## src/rtl/flash_rst_pkg.sv

```systemverilog
package flash_rst_pkg;

    typedef enum logic [2:0] {
        MD_READ    = 3'd0,
        MD_IDREAD  = 3'd1,
        MD_PROG    = 3'd2,
        MD_BULK    = 3'd3,
        MD_SECT    = 3'd4,
        MD_ERROR   = 3'd5,
        MD_RECOVER = 3'd6
    } fmode_e;

    typedef enum logic [1:0] {
        UL_WAIT1 = 2'd0,
        UL_GOT1  = 2'd1,
        UL_GOT2  = 2'd2
    } unlock_e;

    typedef struct packed {
        fmode_e mode;
        logic   err;
    } seq_state_t;

endpackage

```

## src/rtl/flash_unlock_trk.sv

```systemverilog
module flash_unlock_trk
    import flash_rst_pkg::*;
#(
    parameter int ADDR_W = 12,
    parameter int DATA_W = 8,
    parameter logic [ADDR_W-1:0] KEY1_ADDR = 'h555,
    parameter logic [DATA_W-1:0] KEY1_DATA = 'hAA,
    parameter logic [ADDR_W-1:0] KEY2_ADDR = 'hAAA,
    parameter logic [DATA_W-1:0] KEY2_DATA = 'h55,
    parameter logic [DATA_W-1:0] RST_DATA  = 'hF0
) (
    input  logic              clk,
    input  logic              rst_n,
    input  logic              clr,
    input  logic              wr_en,
    input  logic [ADDR_W-1:0] wr_addr,
    input  logic [DATA_W-1:0] wr_data,
    output logic              rst_cmd
);

    unlock_e ul_d, ul_q;

    always_comb begin
        ul_d    = ul_q;
        rst_cmd = 1'b0;
        if (clr) begin
            ul_d = UL_WAIT1;
        end else if (wr_en) begin
            case (ul_q)
                UL_WAIT1: begin
                    if (wr_addr == KEY1_ADDR && wr_data == KEY1_DATA)
                        ul_d = UL_GOT1;
                    else if (wr_data == RST_DATA)
                        rst_cmd = 1'b1;
                end
                UL_GOT1: begin
                    // a mismatched second key is discarded, even F0h
                    if (wr_addr == KEY2_ADDR && wr_data == KEY2_DATA)
                        ul_d = UL_GOT2;
                    else
                        ul_d = UL_WAIT1;
                end
                default: begin
                    ul_d    = UL_WAIT1;
                    rst_cmd = (wr_data == RST_DATA);
                end
            endcase
        end
    end

    always_ff @(posedge clk or negedge rst_n) begin
        if (!rst_n) ul_q <= UL_WAIT1;
        else        ul_q <= ul_d;
    end

endmodule

```

## src/rtl/flash_recov_tmr.sv

```systemverilog
module flash_recov_tmr #(
    parameter int CYCLES = 2500
) (
    input  logic clk,
    input  logic rst_n,
    input  logic load,
    output logic expire
);

    localparam int CNT_W = $clog2(CYCLES + 1);
    localparam logic [CNT_W-1:0] LOAD_VAL = CNT_W'(CYCLES);
    localparam logic [CNT_W-1:0] ONE      = CNT_W'(1);

    logic [CNT_W-1:0] cnt_d, cnt_q;

    always_comb begin
        cnt_d  = cnt_q;
        expire = 1'b0;
        if (load) begin
            cnt_d = LOAD_VAL;
        end else if (cnt_q != '0) begin
            cnt_d  = cnt_q - ONE;
            expire = (cnt_q == ONE);
        end
    end

    always_ff @(posedge clk or negedge rst_n) begin
        if (!rst_n) cnt_q <= '0;
        else        cnt_q <= cnt_d;
    end

endmodule

```

## src/rtl/flash_cmd_reset_seq.sv

```systemverilog
module flash_cmd_reset_seq
    import flash_rst_pkg::*;
#(
    parameter int ADDR_W         = 12,
    parameter int DATA_W         = 8,
    parameter int RECOVER_CYCLES = 2500
) (
    input  logic              clk,
    input  logic              rst_n,
    input  logic              hw_reset,
    input  logic              wr_en,
    input  logic [ADDR_W-1:0] wr_addr,
    input  logic [DATA_W-1:0] wr_data,
    input  logic              start_program,
    input  logic              start_bulk_erase,
    input  logic              start_sector_erase,
    input  logic              start_id_read,
    input  logic              op_done,
    input  logic              op_fail,
    output logic [2:0]        mode,
    output logic              ready,
    output logic              err_flag,
    output logic              read_status
);

    seq_state_t st_d, st_q;
    logic rst_cmd;
    logic tmr_load;
    logic tmr_expire;

    flash_unlock_trk #(
        .ADDR_W (ADDR_W),
        .DATA_W (DATA_W)
    ) i_unlock (
        .clk     (clk),
        .rst_n   (rst_n),
        .clr     (hw_reset),
        .wr_en   (wr_en),
        .wr_addr (wr_addr),
        .wr_data (wr_data),
        .rst_cmd (rst_cmd)
    );

    flash_recov_tmr #(
        .CYCLES (RECOVER_CYCLES)
    ) i_timer (
        .clk    (clk),
        .rst_n  (rst_n),
        .load   (tmr_load),
        .expire (tmr_expire)
    );

    always_comb begin
        st_d     = st_q;
        tmr_load = 1'b0;
        if (hw_reset) begin
            if (st_q.mode == MD_READ || st_q.mode == MD_IDREAD) begin
                st_d.mode = MD_READ;
            end else begin
                st_d.mode = MD_RECOVER;
                tmr_load  = 1'b1;
            end
        end else begin
            case (st_q.mode)
                MD_READ: begin
                    if (start_program)           st_d.mode = MD_PROG;
                    else if (start_bulk_erase)   st_d.mode = MD_BULK;
                    else if (start_sector_erase) st_d.mode = MD_SECT;
                    else if (start_id_read)      st_d.mode = MD_IDREAD;
                end
                MD_IDREAD: begin
                    if (rst_cmd) st_d.mode = MD_READ;
                end
                MD_PROG, MD_BULK: begin
                    if (op_fail) begin
                        st_d.mode = MD_ERROR;
                        st_d.err  = 1'b1;
                    end else if (op_done) begin
                        st_d.mode = MD_READ;
                    end
                end
                MD_SECT: begin
                    if (rst_cmd) begin
                        st_d.mode = MD_RECOVER;
                        tmr_load  = 1'b1;
                    end else if (op_fail) begin
                        st_d.mode = MD_ERROR;
                        st_d.err  = 1'b1;
                    end else if (op_done) begin
                        st_d.mode = MD_READ;
                    end
                end
                MD_ERROR: begin
                    if (rst_cmd) begin
                        st_d.mode = MD_RECOVER;
                        tmr_load  = 1'b1;
                    end
                end
                MD_RECOVER: begin
                    if (tmr_expire) begin
                        st_d.mode = MD_READ;
                        st_d.err  = 1'b0;
                    end
                end
                default: st_d.mode = MD_READ;
            endcase
        end
    end

    always_ff @(posedge clk or negedge rst_n) begin
        if (!rst_n) begin
            st_q.mode <= MD_READ;
            st_q.err  <= 1'b0;
        end else begin
            st_q <= st_d;
        end
    end

    assign mode        = st_q.mode;
    assign ready       = (st_q.mode == MD_READ) || (st_q.mode == MD_IDREAD);
    assign err_flag    = st_q.err;
    assign read_status = (st_q.mode != MD_READ);

endmodule


```

## config.mk

```make
export PLATFORM = sky130hd
export DESIGN_NAME = flash_cmd_reset_seq
export DESIGN_NICKNAME = d
export VERILOG_FILES = /design/src/rtl/flash_rst_pkg.sv /design/src/rtl/flash_unlock_trk.sv /design/src/rtl/flash_recov_tmr.sv /design/src/rtl/flash_cmd_reset_seq.sv
export SDC_FILE = /design/constraint.sdc
export NUM_CORES = 1
export LEC_CHECK = 0
export BUFFER_PORTS_ARGS = -buffer_cell sky130_fd_sc_hd__clkbuf_2
export CORE_ASPECT_RATIO = 1.75
export CORE_MARGIN = 10
export CORE_UTILIZATION = 38
export DETAILED_ROUTE_END_ITERATION = 10
export GPL_TIMING_DRIVEN = 1
export PLACE_DENSITY_LB_ADDON = 0.1
export SYNTH_ARGS = -nofsm -noshare
export SYNTH_HDL_FRONTEND = slang
export SYNTH_SLANG_ARGS = --single-unit
```

## constraint.sdc

```tcl
create_clock -name clk -period 2 [get_ports clk]
set_input_delay 0.1 -clock clk [delete_from_list [all_inputs] [get_ports clk]]
set_output_delay 0.1 -clock clk [all_outputs]
set_load 0.01 [all_outputs]
```

==> results of run 1 <==
## final cells by class
class | count | share of cell area (%)
clock buffer | 4 | 3.49
inverter | 7 | 1.66
multi-input combinational | 122 | 49.3
timing repair buffer | 40 | 13.6
tap | 43 | 3.41
sequential | 18 | 28.5
## worst min-delay path: cells and delay by family
| kind | cells | cell delay [ns] |
|---|---|---|
| compound gates | 1 | 0.06 |
| simple gates | 2 | 0.11 |
| buf+inv | 1 | 0.09 |
## metal layers
metal / part of all wire, % / up-vias
met2: 54 / 38
met4: 2.5 / 0
met1: 39 / 619
li1: - / 640
met5: 0 / -
met3: 5.1 / 8
## cells by family after synthesis
family | synth area share (%)
compound gates | 16.0
flops | 35.5
mux | 3.15
xor+xnor | 3.45
fa+ha+maj | 1.97
buf+inv | 3.25
simple gates | 36.7
## metrics by stage
stage	utilization, %	hold slack [ns]	instances	cell area [um^2]	worst slack [ns]
4_1_cts	49.7	0.135	234	1580	0.232
6_report	49.7	0.129	234	1580	0.235
2_1_floorplan	-	-0.196	151	1270	0.333
3_3_place_gp	47.7	0.0675	229	1510	0.292
3_5_place_dp	47.7	0.0735	229	1510	0.251
5_1_grt	49.7	0.161	234	1580	0.118
## worst paths after layout
check,end,cells after the start
hold reg to reg,err_flag,2
min in group asynchronous,i_timer.cnt_q[2],2
hold / removal,i_unlock.ul_q[0],4
setup / recovery,i_timer.cnt_q[7],5
max in group asynchronous,i_unlock.ul_q[1],2
setup reg to reg,i_timer.cnt_q[7],5
## layout by cell type (no fill, tap or decap), types with 3 or more instances in the layout
cell type	Yosys	layout
a21oi_1	9	9
buf_4	0	4
clkbuf_2	0	35
clkbuf_8	0	4
dfrtp_1	18	18
inv_1	7	7
mux2i_1	4	4
nand2_1	18	18
nand2b_1	3	3
nand3_1	4	4
nand4_1	6	6
nor2_1	20	20
nor2b_1	4	4
nor3_1	6	6
nor4bb_1	3	3
o21ai_0	5	5
or3_1	3	3
or4_1	3	3
xor2_1	3	3
## registers in the layout, indices dropped and copies added, names as in the netlist
register       count
err_flag           1
mode               3
i_unlock.ul_q      2
i_timer.cnt_q     12
## power groups by stage
stage	Sequential (uW)	Clock, uW	Combinational, uW
6_report	562	312	835
5_1_grt	578	328	928
4_1_cts	559	319	843
3_5_place_dp	566	0	838
3_3_place_gp	562	0	821
2_1_floorplan	568	0	551
## timing repair
action | in CTS | in global routing
gates resized for setup | 0 | 0
hold buffers | 1 | 0
endpoints found under the hold margin | 18 | 0
==> results.tsv, run 1 <==
stage	metric	value	unit
timing	skew	0.00148	ns
clock_network	cts_setup_buffers	0	
routing	post_drt_via_cell_ratio	5.58	
logic_synthesis	syn_nets	183	
timing	slew_headroom	68.9	%
floorplan	die_h	96.5	um
status	status	finished clean	
global_route	antenna_found_initial	0	
run	cap_violations	0	
logic_synthesis	synth_cell_types	43	
logic_synthesis	synthTopCellsByCount	nor2_1 (20), dfrtp_1 (18), nand2_1 (18)	
pwr	swShare	42.5	%
worst_setup_path	critical_path_class	reg -> reg	
pwr	pwr-share-comb	48.9	%
global_route	grtUsageMet1	10.8	%
floorplan	fp.dieW	63.7	um
routing	ant_nets	0	
clock_network	cts_made_buffers	3	
finish	drive_gt1_share	25.1	%
global_route	grt_overflow	0	
logic_synthesis	syn_inst	151	
logic_synthesis	synth-edff-count	0	
finish	synthToLayoutAreaGrowth	24.3	%
clock_network	path_clk_slew	0.07	ns
routing	wl	3580	um
global_route	use_met2	23.3	%
worst_setup_path	cp.arrival	1.90	ns
timing	finalSetupTns	0	ns
clock_network	clock_latency	0.27	ns
logic_synthesis	synth_flop_cell	dfrtp_1	
logic_synthesis	yosysSeqAreaShare	35.5	%
worst_setup_path	critPathLaunch	i_timer.cnt_q[10]	
timing	rsz0062_at_grt	no	
worst_setup_path	cp_num_buf_inv	0	
global_route	first_global_vias	1358	
worst_setup_path	cpPeakStageDelay	0.41	ns
global_route	gr-max-usage-layer	met2	
floorplan	start_util	40.0	%
hold_path	hold_start	wr_addr[3]	
pwr	peakVddDrop	0.684	mV
clock_network	clock_sinks	18	
finish	seq_area	450	um^2
placed_design	hpwlAfterDp	2960	um
routing	drtIter0Drc	31	
worst_setup_path	crit_family	simple AND/OR/NAND/NOR gates	
worst_setup_path	cp_data_required_time	2.14	ns
timing	hold_viol_final	0	
worst_setup_path	reg2reg_slack	0.23	ns
global_route	globalRouteMet3Util	2.76	%
pwr	powerDensity	1080	mW/mm^2
finish	nNetsFinal	224	
routing	wl_per_cell	15.3	um
finish	antenna_cells	0	
worst_setup_path	crit_chain	nor3_2 > nand4_1 > nand3_1 > xor2_1 > nand2_1	
worst_setup_path	cp_slowest_cell	dfrtp_1	
pwr	power_frac_seq	32.9	%
worst_setup_path	cp-end-kind	register	
pwr	p_clk_share	18.2	%
finish	nFillCells	324	
logic_synthesis	yosysTopAreaCell	dfrtp_1	
logic_synthesis	async_reset_ff_share	100	%
worst_setup_path	cp_max_fo	6	
logic_synthesis	synth.top_cell.area_share	35.5	%
pwr	total_power	1710	uW
worst_setup_path	timing.rr.start	i_timer.cnt_q[10]	
timing	fmax	567	MHz
pwr	p_leak	0.000683	uW
hold_path	min_path_type	in -> reg	
timing	finalWorstPathRequiredPeriod	1.77	ns
timing	fin_crit_sh	88.3	%
routing	num_vias	1305	
clock_network	max-clock-path-buffers	2	
timing	drv_slew	0	
global_route	grt_usage	12.0	%
clock_network	cts_tree	built	
logic_synthesis	syn_area_per_cell	8.41	um^2
routing	remaining_drc_errors	0	
global_route	grt_pass1_wl	5920	um
timing	setup_viol	0	
finish	multiInputGateArea	778	um^2
logic_synthesis	synth_area_leaders	dfrtp_1 (35%), nor2_1 (5.9%), nand2_1 (5.3%)	
logic_synthesis	yosys.cell_count.top_type	nor2_1	
logic_synthesis	syn_area	0.00127	mm^2
floorplan	io_pins	36	
pwr	p_int	982	uW
clock_network	clockRootBuffer	clkbuf_8	
pwr	p_switching	727	uW
floorplan	rows	27	
logic_synthesis	ys_ff_latch	18	
floorplan	dieArea	0.00615	mm^2
global_route	grt_start_max_net_pins	19	
placed_design	io_buffers	35	
placed_design	gp_congestion	0.862	
logic_synthesis	yosysWarnings	0	
timing	max_slew.worst_pin.slew	0.466	ns
worst_setup_path	start_kind	register	
routing	first_pass_iters	4	
floorplan	core_area	0.00318	mm^2
clock_network	htreeDepth	1	
Note: power is estimated with default switching activity, not from simulation.
==> inputs of run 2 (changes only) <==
BUFFER_PORTS_ARGS = default   (was -buffer_cell sky130_fd_sc_hd__clkbuf_2)
CORE_ASPECT_RATIO = default   (was 1.75)
DONT_BUFFER_PORTS = 1   (was default)
clock period = 1.9 ns   (was 2 ns; I/O delays follow)
==> run 2 against run 1 <==
Clock skew grew 0.0045 ns. First-iteration DRC count grew 97%. Core utilization shrank 2.4 points. Largest cell class unchanged.
==> results.tsv, run 2 (synthesis gave the netlist of run 1 again) <==
stage	metric	value	unit	change
worst_setup_path	crit_chain	or4_4 > a2111oi_4 > nand2_1 > xor2_1 > nand2_1		
worst_setup_path	cpPeakStageDelay	0.56	ns	+0.15 ns
floorplan	rows	20		-26%
global_route	grtUsageMet1	11.2	%	+0.40 points
timing	slew_headroom	46.7	%	-22 points
clock_network	path_clk_slew	0.10	ns	+0.03 ns
timing	drv_slew	0		unchanged
global_route	grt_pass1_wl	5460	um	-7.7%
timing	hold_viol_final	0		unchanged
timing	finalSetupTns	0	ns	unchanged
placed_design	gp_congestion	0.761		-12%
finish	multiInputGateArea	778	um^2	unchanged
routing	wl	3300	um	-7.9%
clock_network	cts_made_buffers	3		unchanged
finish	regMostFlops	i_timer.cnt_q		
worst_setup_path	cp.arrival	1.93	ns	+0.03 ns
worst_setup_path	start_kind	register		
worst_setup_path	cp-end-kind	register		
worst_setup_path	timing.rr.start	i_timer.cnt_q[5]		
global_route	use_met2	18.4	%	-4.9 points
routing	num_vias	1187		-9.0%
clock_network	clockRootBuffer	clkbuf_4		
placed_design	io_buffers	0		-100%
pwr	total_power	1640	uW	-4.1%
floorplan	start_util	40.6	%	+0.61 points
worst_setup_path	cp_data_required_time	2.07	ns	-0.07 ns
hold_path	hold_start	wr_en		
floorplan	fp.dieW	77.8	um	+22%
clock_network	max-clock-path-buffers	2		unchanged
global_route	grt_overflow	0		unchanged
finish	synthToLayoutAreaGrowth	16.5	%	
pwr	p_leak	0.000578	uW	-15%
finish	antenna_cells	0		unchanged
run	cap_violations	0		unchanged
global_route	grt_usage	10.6	%	-1.4 points
clock_network	cts_setup_buffers	0		unchanged
finish	utilization	47.3	%	-2.4 points
floorplan	core_area	0.00313	mm^2	-1.5%
timing	max_slew.worst_pin.slew	0.797	ns	+0.331 ns
placed_design	hpwlAfterDp	2580	um	-13%
hold_path	min_path_type	in -> reg		
routing	ant_nets	0		unchanged
global_route	globalRouteMet3Util	4.61	%	+1.8 points
global_route	first_global_vias	1178		-13%
timing	setup_viol	0		unchanged
finish	drive_gt1_share	9.64	%	-15 points
status	status	finished clean		
finish	seq_area	450	um^2	unchanged
clock_network	htreeDepth	1		unchanged
routing	remaining_drc_errors	0		unchanged
finish	largestRegisters	i_timer.cnt_q x12, mode x3, i_unlock.ul_q x2		
floorplan	io_pins	36		unchanged
worst_setup_path	critPathLaunch	i_timer.cnt_q[5]		
global_route	gr-max-usage-layer	met2		
timing	skew	0.00599	ns	+0.00451 ns
timing	fin_crit_sh	93.1	%	+4.8 points
worst_setup_path	cp_slowest_cell	or4_4		
worst_setup_path	critical_path_class	reg -> reg		
timing	rsz0062_at_grt	no		
worst_setup_path	cp_num_buf_inv	0		unchanged
worst_setup_path	crit_family	simple AND/OR/NAND/NOR gates		
worst_setup_path	cp_max_fo	5		-1
routing	wl_per_cell	15.7	um	+2.6%
routing	drtIter0Drc	61		+97%
worst_setup_path	crit_top_cell	nand2_1		
finish	final_common_cell	nor2_1		
floorplan	dieArea	0.00605	mm^2	-1.5%
timing	finalWorstPathRequiredPeriod	1.77	ns	+0.00374 ns
clock_network	clock_latency	0.29	ns	+0.02 ns
routing	first_pass_iters	4		unchanged
finish	nFillCells	315		-2.8%
pwr	powerDensity	1110	mW/mm^2	+2.4%
pwr	peakVddDrop	0.666	mV	-2.6%
floorplan	die_h	77.8	um	-19%
routing	post_drt_via_cell_ratio	5.65		+1.4%
global_route	antenna_found_initial	0		unchanged
clock_network	clock_sinks	18		unchanged
clock_network	cts_tree	built		
finish	nNetsFinal	199		-11%
timing	fmax	565	MHz	-0.21%
finish	largest_reg_flops	12		unchanged
global_route	grt_start_max_net_pins	19		unchanged
finish	mostFrequentLayoutCells	nor2_1 (20), nand2_1 (18), dfrtp_1 (18)		
-- run 2: changes by cell type in the layout (fill, tap and decap cells not counted) --
| cell | change |
|---|---|
| dlygate4sd3_1 | +7 |
| clkbuf_4 | +3 |
| clkbuf_2 | -35 |
| buf_4 | +3 |
| clkbuf_8 | -3 |
-- run 2: timing repair --
action	in CTS	in global routing
hold buffers	6	2
resized for setup	0	0
hold endpoints to repair	22	1
-- run 2: worst paths after layout --
check | end | slack (ns) | depth (start not counted)
worst max-delay path | i_timer.cnt_q[11] | 0.13 | 5
worst min-delay path | i_unlock.ul_q[1] | 0.0002 | 2
worst max register to register | i_timer.cnt_q[11] | 0.13 | 5
worst min register to register | i_timer.cnt_q[8] | 0.57 | 1
max in group asynchronous | i_timer.cnt_q[11] | 1.08 | 1
min in group asynchronous | i_timer.cnt_q[2] | 0.32 | 1
-- run 2: power by group --
group          internal (uW)  switching [uW]
clock network            117             118
logic                    343             477
registers                481             102
-- run 2: layout make-up --
class / count / share of cell area (%)
Clock buffer: 4 / 2.45
Inverter: 7 / 1.78
Multi-Input combinational cell: 122 / 52.6
Sequential cell: 18 / 30.5
Tap cell: 44 / 3.72
Timing Repair Buffer: 15 / 8.97
-- run 2: layer usage --
layer / share of wire, % / wire length [um]
met1: 40 / 1310
met3: 13 / 421
met2: 46 / 1520
met5: 0 / 0
met4: 1.2 / 40
-- run 2: metrics by stage --
step	setup slack [ns]	instance area, um^2	hold WS, ns	instances
floorplan	0.233	1270	-0.201	151
global placement	0.193	1360	-0.200	198
detailed placement	0.157	1360	-0.200	198
CTS	0.143	1460	0.0000938	208
global route	0.00376	1480	0.0174	210
finish	0.131	1480	0.000204	210
